**src/rtl/vintx_pkg.sv**
```systemverilog
// Package: shared constants and helpers for the virtual interrupt wire
// message generator. Assumes codes are eight bits and the pin field is
// three bits wide.
package vintx_pkg;
    localparam int PIN_W  = 3;
    localparam int CODE_W = 8;
    // Upper five bits shared by every wire message code.
    localparam logic [4:0] CODE_HI = 5'b00100;

    // True when the pin selection names one of the four wires.
    function automatic logic pin_is_wire(input logic [PIN_W-1:0] pin);
        return (pin >= 3'd1) && (pin <= 3'd4);
    endfunction
endpackage

```
**src/rtl/vintx_level_gen.sv**
```systemverilog
// Module: vintx_level_gen
// Computes the registered virtual wire level (OR of causes, gated by the
// disable bit and a valid pin) and the registered status bit, which
// ignores the disable bit. Assumes pin selection is static outside reset.
module vintx_level_gen
    import vintx_pkg::*;
#(
    parameter int N_CAUSES = 4
) (
    input  logic                 clk,
    input  logic                 rst_n,
    input  logic [N_CAUSES-1:0]  cause_i,
    input  logic                 int_disable_i,
    input  logic [PIN_W-1:0]     pin_sel_i,
    output logic                 level_o,
    output logic                 status_o
);
    logic any_cause;
    logic level_d;

    // Aggregate all cause bits.
    assign any_cause = |cause_i;

    // Wire is high only with a cause, no disable and a real pin.
    always_comb begin
        level_d = any_cause && !int_disable_i && pin_is_wire(pin_sel_i);
    end

    // Register level and status.
    always_ff @(posedge clk) begin
        if (!rst_n) begin
            level_o  <= 1'b0;
            status_o <= 1'b0;
        end else begin
            level_o  <= level_d;
            status_o <= any_cause;
        end
    end

    AST_LEVEL_GATED: assert property (@(posedge clk) disable iff (!rst_n)
        level_o |-> !$past(int_disable_i));
    AST_STATUS_TRACK: assert property (@(posedge clk) disable iff (!rst_n)
        status_o == $past(|cause_i));
endmodule

```
**src/rtl/vintx_code_sel.sv**
```systemverilog
// Module: vintx_code_sel
// Combinational message code selection: assert codes 20h..23h and
// deassert codes 24h..27h, low two bits from the wire index.
// Assumes the pin value is a valid wire when the code is used.
module vintx_code_sel
    import vintx_pkg::*;
(
    input  logic [PIN_W-1:0]  pin_sel_i,
    input  logic              raise_i,
    output logic [CODE_W-1:0] code_o
);
    logic [PIN_W-1:0] wire_idx;

    // Build the code from direction and wire index.
    always_comb begin
        wire_idx = pin_sel_i - 3'd1;
        code_o   = {CODE_HI, !raise_i, wire_idx[1:0]};
    end
endmodule

```
**src/rtl/vintx_msg_slot.sv**
```systemverilog
// Module: vintx_msg_slot
// One-entry message register. It tracks the level the upstream side will
// see after all issued messages, and loads a new message whenever the
// wire level differs from that and the slot is free. This merges
// cancelling transitions and forces alternation.
module vintx_msg_slot
    import vintx_pkg::*;
(
    input  logic              clk,
    input  logic              rst_n,
    input  logic              level_i,
    input  logic [CODE_W-1:0] code_i,
    output logic              valid_o,
    input  logic              ready_i,
    output logic [CODE_W-1:0] code_o,
    output logic              raise_o
);
    logic announced_q;
    logic slot_free;
    logic load;
    logic seen_q;
    logic last_raise_q;

    // Decide whether a new message enters the slot this cycle.
    always_comb begin
        slot_free = !valid_o || ready_i;
        load      = slot_free && (level_i != announced_q);
    end

    // Slot register and announced-level tracker.
    always_ff @(posedge clk) begin
        if (!rst_n) begin
            valid_o     <= 1'b0;
            code_o      <= '0;
            raise_o     <= 1'b0;
            announced_q <= 1'b0;
        end else if (load) begin
            valid_o     <= 1'b1;
            code_o      <= code_i;
            raise_o     <= level_i;
            announced_q <= level_i;
        end else if (ready_i) begin
            valid_o     <= 1'b0;
        end
    end

    // Record the direction of the last accepted message for checking.
    always_ff @(posedge clk) begin
        if (!rst_n) begin
            seen_q       <= 1'b0;
            last_raise_q <= 1'b0;
        end else if (valid_o && ready_i) begin
            seen_q       <= 1'b1;
            last_raise_q <= raise_o;
        end
    end

    AST_HOLD_STABLE: assert property (@(posedge clk) disable iff (!rst_n)
        (valid_o && !ready_i) |=> (valid_o && $stable(code_o)));
    AST_ALTERNATE: assert property (@(posedge clk) disable iff (!rst_n)
        (valid_o && ready_i && seen_q) |-> (raise_o != last_raise_q));
    AST_FIRST_RAISE: assert property (@(posedge clk) disable iff (!rst_n)
        (valid_o && ready_i && !seen_q) |-> raise_o);
endmodule

```
**src/rtl/vintx_msg_gen.sv**
```systemverilog
// Module: vintx_msg_gen (top)
// Virtual legacy interrupt wire message generator. Turns cause levels into
// assert/deassert message codes on a valid/ready port and provides the
// status readback bit. Assumes pin_sel_i only changes during reset.
module vintx_msg_gen
    import vintx_pkg::*;
#(
    parameter int N_CAUSES = 4
) (
    input  logic                clk,
    input  logic                rst_n,
    input  logic [N_CAUSES-1:0] cause_i,
    input  logic                int_disable_i,
    input  logic [2:0]          pin_sel_i,
    output logic                msg_valid_o,
    input  logic                msg_ready_i,
    output logic [7:0]          msg_code_o,
    output logic                int_status_o
);
    logic              level;
    logic [CODE_W-1:0] next_code;
    logic              slot_raise;

    vintx_level_gen #(.N_CAUSES(N_CAUSES)) level_i (
        .clk          (clk),
        .rst_n        (rst_n),
        .cause_i      (cause_i),
        .int_disable_i(int_disable_i),
        .pin_sel_i    (pin_sel_i),
        .level_o      (level),
        .status_o     (int_status_o)
    );

    vintx_code_sel code_i (
        .pin_sel_i(pin_sel_i),
        .raise_i  (level),
        .code_o   (next_code)
    );

    vintx_msg_slot slot_i (
        .clk    (clk),
        .rst_n  (rst_n),
        .level_i(level),
        .code_i (next_code),
        .valid_o(msg_valid_o),
        .ready_i(msg_ready_i),
        .code_o (msg_code_o),
        .raise_o(slot_raise)
    );

    AST_NO_PIN_SILENT: assert property (@(posedge clk) disable iff (!rst_n)
        !pin_is_wire(pin_sel_i) |-> !msg_valid_o);
    AST_CODE_RANGE: assert property (@(posedge clk) disable iff (!rst_n)
        msg_valid_o |-> (msg_code_o[7:3] == CODE_HI
                         && {1'b0, msg_code_o[1:0]} == pin_sel_i - 3'd1
                         && msg_code_o[2] == !slot_raise));
    AST_ASSERT_NEEDS_LEVEL: assert property (@(posedge clk) disable iff (!rst_n)
        (msg_valid_o && !msg_code_o[2] && !$past(msg_valid_o && !msg_ready_i))
            |-> $past(level));
endmodule

```
**config.mk**
```make
export PLATFORM = sky130hd
export DESIGN_NAME = vintx_msg_gen
export DESIGN_NICKNAME = d
export VERILOG_FILES = /design/src/rtl/vintx_pkg.sv /design/src/rtl/vintx_level_gen.sv /design/src/rtl/vintx_code_sel.sv /design/src/rtl/vintx_msg_slot.sv /design/src/rtl/vintx_msg_gen.sv
export SDC_FILE = /design/constraint.sdc
export NUM_CORES = 1
export LEC_CHECK = 0
export BUFFER_PORTS_ARGS = -buffer_cell sky130_fd_sc_hd__buf_4
export CAP_MARGIN = 15
export CORE_AREA = 5 5 42 44
export DETAILED_ROUTE_END_ITERATION = 12
export DIE_AREA = 0 0 47 49
export SKIP_CTS_REPAIR_TIMING = 1
export SYNTH_ARGS = -nofsm -noshare
export SYNTH_HDL_FRONTEND = slang
export SYNTH_SLANG_ARGS = --single-unit
```
**constraint.sdc**
```tcl
create_clock -name clk -period 1.5 [get_ports clk]
set_clock_uncertainty 0.2 [all_clocks]
set_input_delay 0.225 -clock clk [delete_from_list [all_inputs] [get_ports clk]]
set_output_delay 0.225 -clock clk [all_outputs]
set_load 0.02 [all_outputs]
```
Word-level counts from Yosys, hierarchy flattened
Index checks and enable logic that the tools add are counted.
{ "totals": {"rom_bits": 0, "ramBits": 0, "mem_count": 0, "ff_bits": 8, "in_bits": 11, "latchBits": 0} }
{ "op_classes": {"mux": 2, "shift": 0, "addsub": 1, "n_eq_ne": 1, "div_mod_pow": 0, "n_reduce_logical": 10, "mul": 0, "magnitude_cmp": 2, "bitwise": 0} }
{ "op_table": {"columns": ["op", "n"], "rows": [
  ["logical AND 1 bit", 4],
  ["OR reduction 4 bit", 1],
  ["greater-or-equal comparator 3 x 1 -> 1 bit (second input constant)", 1],
  ["less-or-equal comparator 3 bit (second input constant)", 1],
  ["logical NOT 1 bit", 3],
  ["2-to-1 mux 1 bit", 2],
  ["nonzero test 2 bit", 1],
  ["subtractor 2 x 1 -> 2 bit (second input constant)", 1],
  ["logical OR 1 bit", 1],
  ["inequality test 1 bit", 1]
]} }

Depth between registers and ports, before layout
Gate-level depths: netlist (run 1).
{ "depth": {"word_depth": 4, "depth_mapped": 4} }

By module
A second synthesis (run 1) with hierarchy kept.
{ "hier_totals": {"cells_unflattened": 59, "area_unflattened_um2": 541.8} }
{ "by_module_without_submodules": {"columns": ["module", "n_inst", "area_per_inst_um2", "seq_area_each_um2", "cells_per_inst"], "rows": [
  ["vintx_msg_slot", 1, 409.1, 200.2, 43],
  ["vintx_level_gen", 1, 71.3, 40.0, 6],
  ["vintx_code_sel", 1, 61.3, 0.0, 10]
]} }

Worst setup path before layout (run 1)
OpenSTA, ideal clock, no wires.
{ "synth_timing": {"path_kind": "register -> register", "from": "reg slot_i.valid_o", "to": "reg slot_i.code_o[0]", "required_ns": 1.178, "n_path_buf": 0, "path_stages_with_launch": 3, "arrival_time_ns": 0.903, "path_slack_ns": 0.276, "synth_period_minus_slack_ns": 1.224, "path_cell_list": "dfxtp_1 and2b_1 o311a_1"} }
{ "synth_via": {"elab_chain_len": 3} }
{ "synth_lines": {"columns": ["element", "line_no", "source"], "rows": [
  ["start: declaration", "vintx_msg_slot.sv:13", "output logic valid_o,"],
  ["start signal: assignment", "vintx_msg_slot.sv:33", "valid_o <= 1'b0;"],
  ["start signal: assignment", "vintx_msg_slot.sv:38", "valid_o <= 1'b1;"],
  ["start signal: assignment", "vintx_msg_slot.sv:43", "valid_o <= 1'b0;"],
  ["logical NOT 1 bit", "vintx_msg_slot.sv:26", "slot_free = !valid_o || ready_i;"],
  ["logical OR 1 bit", "vintx_msg_slot.sv:26", null],
  ["logical AND 1 bit", "vintx_msg_slot.sv:27", "load = slot_free && (level_i != announced_q);"],
  ["end signal: assignment", "vintx_msg_slot.sv:39", "code_o <= code_i;"],
  ["end: declaration", "vintx_msg_slot.sv:15", "output logic [CODE_W-1:0] code_o,"]
]} }
No other way between the ends.
A chain may end at the register's enable or synchronous reset.

Final worst setup path (run 1)
{ "layout_timing": {"from": "reg slot_i.announced_q", "to": "reg slot_i.code_o[5]"} }
{ "layout_via": {"elab_chain_len": 2} }
{ "layout_lines": {"columns": ["element", "line_no", "source"], "rows": [
  ["start: declaration", "vintx_msg_slot.sv:18", "logic announced_q;"],
  ["start signal: assignment", "vintx_msg_slot.sv:41", "announced_q <= level_i;"],
  ["inequality test 1 bit", "vintx_msg_slot.sv:27", null],
  ["logical AND 1 bit", "vintx_msg_slot.sv:27", null]
]} }
No other way between the ends.

==> run metrics, run 1 <==
fillers=about 160; #FFs+latches synth=8; core area=between 1000 and 1500 um^2; net switching power=0.1340 mW; Inserted Clock Buffers=3; RSZ-0062 raised after global routing=false; minimum clock period=1.224 ns; Slowest-stage cell, CP=dfxtp_1; status=finished, final reports clean; Mapped Area=between 300 and 400 um^2; cell-internal power=between 0.3 and 0.4 mW; share of cells above drive strength 1=between 30% and 40%; Pleak=0.2475 nW; most common cell after layout, fill and taps aside=buf_4; post-synthesis compound-gate area fraction=17.21%; mux cell area share after synthesis=under 10%; largest net degree at the start of global routing=9; R2R Path Start=slot_i.announced_q; vias per inst=between 4 and 5; worst r2r path cells=3; worst hold start=cause_i[2]; grt ovf=0; Final ANT Viol Nets=0; Die Y=just under 50 um; Max-cap violations=0; Inserted Diodes=0; final routed DRC violation total=0; post-synthesis cell type count=21; Seq/Total Area, Yosys=41.56%; Setup crit start=slot_i.announced_q; die area=between 2000 and 2500 um^2; Reg clk slew, reported paths=0.06 ns; DRT Pass-1 Iters=2; Pins Over Slew Limit=0; initial drt markers=1; adder-cell share of the synthesized area=between 6 and 7%; # setup viols final=0; Crit Path Category=reg2reg; share of the synthesized area in the top cell type=41.56%; TNS Setup=0 ns; final instance area=between 500 and 600 um^2; Worst-Skew Late Latency=approximately 0.25 ns; WP depth=3; Final Hold Viols=0; GRT Total Usage=7.128%; antenna violations before repair=0; Clock Sinks=8; Syn-to-layout area delta=39.93%; Cells after Synth=39; CTS tree=yes; FF-to-FF End=slot_i.code_o[5]; Worst EP required=about 1.5 ns; placer congestion estimate=a little over 0.6; Nets=73; leading area contributor after synthesis=dfxtp_1; I/O Buffers=16; Reg power frac=a little under half; Critical Path End Type=flop; row count=14; Post-Synth Simple-Gate Area=18.18%; Cell Area, Placed=506.7 um^2; Comb pwr share=about a fifth; Max stage delay on crit path=around 0.34 ns; family with the most delay on the worst path=flip-flops; drt wl/cell=a little over 10 um; routed vias=330; Setup crit end=slot_i.code_o[5]; Max FO, Critical Path=4; fmax=816.8 MHz; YS warnings=0; number of global-route vias before repair=around 310; Area contributors post-synth=dfxtp_1 (42%), buf_4 (7.8%), ha_1 (6.5%), a21boi_0 (5.8%), nor4b_2 (3.9%); Cell Pwr Density=933.9 nW/um^2; I/O pin count=21; startpoint types=flop; CTS Buffer Depth=2; Worst R2R Setup Slack=between 0.2 and 0.3 ns; Max VDD drop=between 300 and 400 uV; Arr. time, crit path=~1.2 ns; Cell Chain, Critical Path=xnor2_1 > nor2_2 > o21a_1; path type of the worst min-delay path=in2reg; Net Sw Frac=26.61%; Detailed Place HPWL=597.1 um; Root Driver=clkbuf_4; largest family of logic cells by synthesized area=simple AND/OR/NAND/NOR gates; initial core utilization=about 28%; WL final=755 um; die width=47 um; post-synthesis xor/xnor area fraction=under 10%; commonest non-fill, non-tap cells in the layout=buf_4 (16), dfxtp_1 (8), conb_1 (4); first-pass GRT wire length=1.152 mm; crit share post-route=81.62%; Syn Area/Cell=slightly below 10 um^2; clock share of power=about a third; worst path bufs/invs=0; H-tree depth=1
flip-flops by register name, indices dropped and copies added (netlist names):
register            flops
level_i.level_o         1
level_i.status_o        1
slot_i.announced_q      1
slot_i.code_o           4
slot_i.valid_o          1
cell type report:
cell class                      count  area (um^2)  share of cell area, %
Clock buffer                        3        22.52                  4.176
Inverter                            3        11.26                  2.088
Multi-Input combinational cell     27        195.2                  36.19
Sequential cell                     8        160.2                  29.70
Tap cell                           16        20.02                  3.712
Timing Repair Buffer               17        130.1                  24.13
cell usage after synthesis:
cell / number
dfxtp_1: 8
buf_4: 4
a21boi_0: 3
inv_1: 3
nand2_1: 3
ha_1: 2
nand2b_1: 2
and2b_1: 1
conb_1: 1
mux2i_1: 1
nand3_1: 1
nor2_2: 1
nor2b_1: 1
nor4_1: 1
nor4b_2: 1
o21a_1: 1
o21bai_1: 1
o311a_1: 1
o31ai_1: 1
o41a_1: 1
xnor2_1: 1
worst register-to-register path: cells and delay by family (launching register included):
kind / cells / cell delay [ns]
AOI/OAI and AO/OA: 1 / 0.17
DFF: 1 / 0.34
and+or+nand+nor: 1 / 0.08
xor gates and xnor gates: 1 / 0.33
layer usage:
metal	track usage, %	vias to the layer above	part of all wire (%)
li1	-	164	-
met1	8.186	148	42
met2	9.955	16	45
met3	2.952	2	11
met4	5.530	0	1.5
met5	0	-	0
metrics by stage:
step | total power [mW] | hold WS [ns] | setup WS [ns] | utilization [%] | std cells
6_report | 0.5036 | 0.006617 | 0.2757 | 38.48 | 74
5_1_grt | 0.5301 | 0.03113 | 0.2206 | 38.48 | 74
4_1_cts | 0.5088 | -0.07422 | 0.2857 | 37.77 | 73
3_5_place_dp | 0.3403 | 0.1916 | 0.2625 | 36.16 | 70
3_3_place_gp | 0.3391 | 0.1905 | 0.2613 | 36.16 | 70
2_1_floorplan | 0.3010 | 0.09642 | 0.2756 | - | 42
cells by family (layout without fill, tap and decap cells):
logic type | Yosys count | after routing
AND/OR/NAND/NOR | 11 | 11
AO/OA/AOI/OAI | 8 | 8
flip-flops | 8 | 8
buffers and inverters | 7 | 23
adder cells (fa/ha/maj) | 2 | 2
other | 1 | 4
XOR/XNOR | 1 | 1
multiplexers | 1 | 1
worst min-delay path by stage:
stage	slack (ns)	to	cells after the start
2_1_floorplan	0.1	level_i.level_o	1
3_3_place_gp	0.19	level_i.level_o	2
3_5_place_dp	0.19	level_i.level_o	2
4_1_cts	-0.07	level_i.level_o	2
5_1_grt	0.03	level_i.status_o	2
6_report	0.007	level_i.status_o	2
power groups by stage:
stage	clock network, mW	logic, mW	registers [mW]
2_1_floorplan	0	0.0488	0.252
3_3_place_gp	0	0.101	0.238
3_5_place_dp	0	0.102	0.239
4_1_cts	0.173	0.102	0.234
5_1_grt	0.181	0.113	0.236
6_report	0.167	0.103	0.234
No activity file was read; power rests on OpenSTA's default activity.
==> run 2, diff against run 1 <==
==> constraint.sdc (replaced) <==
create_clock -name clk -period 1.2 [get_ports clk]
set_clock_uncertainty 0.2 [all_clocks]
set_input_delay 0.18 -clock clk [delete_from_list [all_inputs] [get_ports clk]]
set_output_delay 0.18 -clock clk [all_outputs]
set_load 0.02 [all_outputs]
==> run 2 against run 1 <==
Effect of this change:
- fmax is 3.0% higher
- hold slack worse by 0.045 ns
- sequential cell count stayed put
- critical path depth is 1 lower
- the run now ends with negative hold slack left
- total power is 27% higher
- combinational power is 30% higher
- clock power is 27% higher
- global-route usage is 0.91 points higher
- final cell count is 1.4% higher
- largest power group unchanged
- count of clock-buffer cells in the layout stayed put
- non-clock buffer count is 1 higher
==> run metrics, run 2 (synthesized netlist as in run 1, its figures left out) <==
core area=1401 um^2; RSZ-0062 raised after global routing=true; routed vias=around 320; WL final=772 um; hold endpoint=level_i.status_o; global routing's busiest layer=met2; Crit Path Category=reg2reg; most common cell after layout, fill and taps aside=buf_4; Die Y=49 um; # setup viols final=0; die area=about 2300 um^2; Max FO, Critical Path=5; hold depth=2; H-tree depth=1; Reg clk slew, reported paths=0.06 ns; Max-cap violations=0; worst hold start=cause_i[2]; FF-to-FF End=slot_i.code_o[0]; path type of the worst min-delay path=in2reg; Global Route met2 Usage=approximately 10%; violated checks=negative hold slack; vias per inst=about 4.3; Detailed Place HPWL=612.5 um; share of cells above drive strength 1=44.07%; Pleak=roughly 0.26 nW; Pins Over Slew Limit=0; row count=14; Clock Sinks=8; R2R Path Start=slot_i.valid_o; I/O pin count=21; grt ovf=0; met1 Use GR=approximately a tenth; Arr. time, crit path=1.14 ns; Worst R2R Setup Slack=about 0.011 ns; I/O Buffers=16; commonest non-fill, non-tap cells in the layout=buf_4 (17), dfxtp_1 (7), conb_1 (4); Inserted Clock Buffers=3; Root Driver=clkbuf_4; Worst-Skew Late Latency=around 0.26 ns; worst r2r path cells=2; fmax=841.0 MHz; Largest register FFs=4; final routed DRC violation total=0; crit share post-route=around 100%; first-pass GRT wire length=1.269 mm; GRT Total Usage=under 10%; CTS Buffer Depth=2; Nets=between 70 and 80; Max VDD drop=approximately 440 uV; antenna violations before repair=0; Pwr Total=0.6394 mW; startpoint types=flop; Worst EP required=roughly 1.2 ns; Inserted Diodes=0; Critical Path End Type=flop; Top reg by flops=slot_i.code_o; initial core utilization=around 28%; Final ANT Viol Nets=0; die width=around 47 um; fillers=~150; placer congestion estimate=about 0.64; status=finished with violations; drt wl/cell=just over 10 um; Cell Pwr Density=about 1100 nW/um^2; number of global-route vias before repair=320; largest net degree at the start of global routing=9; Final Hold Viols=2; Syn-to-layout area delta=45.78%; DRT Pass-1 Iters=1; met3 usage=6.273%; minimum clock period=about 1.2 ns; Min Hold Slack=-0.03846 ns; CTS tree=yes; initial drt markers=0
[run 2: final cells by class]
type | instances | area [um^2] | area share, %
Clock buffer | 3 | 22.52 | 4.009
Inverter | 3 | 11.26 | 2.004
Multi-Input combinational cell | 27 | 209.0 | 37.19
Sequential cell | 8 | 161.4 | 28.73
Tap cell | 16 | 20.02 | 3.563
Timing Repair Buffer | 18 | 137.6 | 24.50
[run 2: worst max-delay path by stage]
stage | startpoint | end | slack (ns) | depth (start not counted)
2_1_floorplan | slot_i.valid_o | slot_i.code_o[0] | -0.002 | 2
3_3_place_gp | cause_i[1] | level_i.level_o | 0.009 | 3
3_5_place_dp | cause_i[1] | level_i.level_o | -0.01 | 3
4_1_cts | slot_i.announced_q | slot_i.code_o[5] | -0.01 | 3
5_1_grt | slot_i.valid_o | slot_i.code_o[1] | -0.04 | 3
6_report | slot_i.valid_o | slot_i.code_o[0] | 0.01 | 2
[run 2: worst max-delay path, stage by stage, from the launching register on]
cell     delay (ns)
dfxtp_2        0.32
and2b_2        0.23
o311a_1        0.33
[run 2: power breakdown]
group	internal, mW	switching (mW)	total (mW)
Combinational	0.0680	0.0658	0.134
Clock	0.115	0.0976	0.212
Sequential	0.284	0.00944	0.293
Total	0.467	0.173	0.639
[run 2: metal layers]
| layer | wire (um) | vias up |
|---|---|---|
| met1 | 297 | 134 |
| li1 | - | 167 |
| met4 | 19 | 0 |
| met5 | 0 | - |
| met2 | 354 | 17 |
| met3 | 102 | 4 |
[run 2: stage by stage]
stage / setup WS, ns / instances / instance area [um^2] / utilization [%] / setup TNS (ns)
5_1_grt: -0.03761 / 75 / 561.8 / 40.09 / -0.07410
2_1_floorplan: -0.001665 / 42 / 399.1 / - / -0.001665
4_1_cts: -0.01313 / 74 / 539.3 / 38.48 / -0.01313
3_3_place_gp: 0.008577 / 71 / 516.7 / 36.88 / 0
3_5_place_dp: -0.01044 / 71 / 516.7 / 36.88 / -0.01044
6_report: 0.01098 / 75 / 561.8 / 40.09 / 0
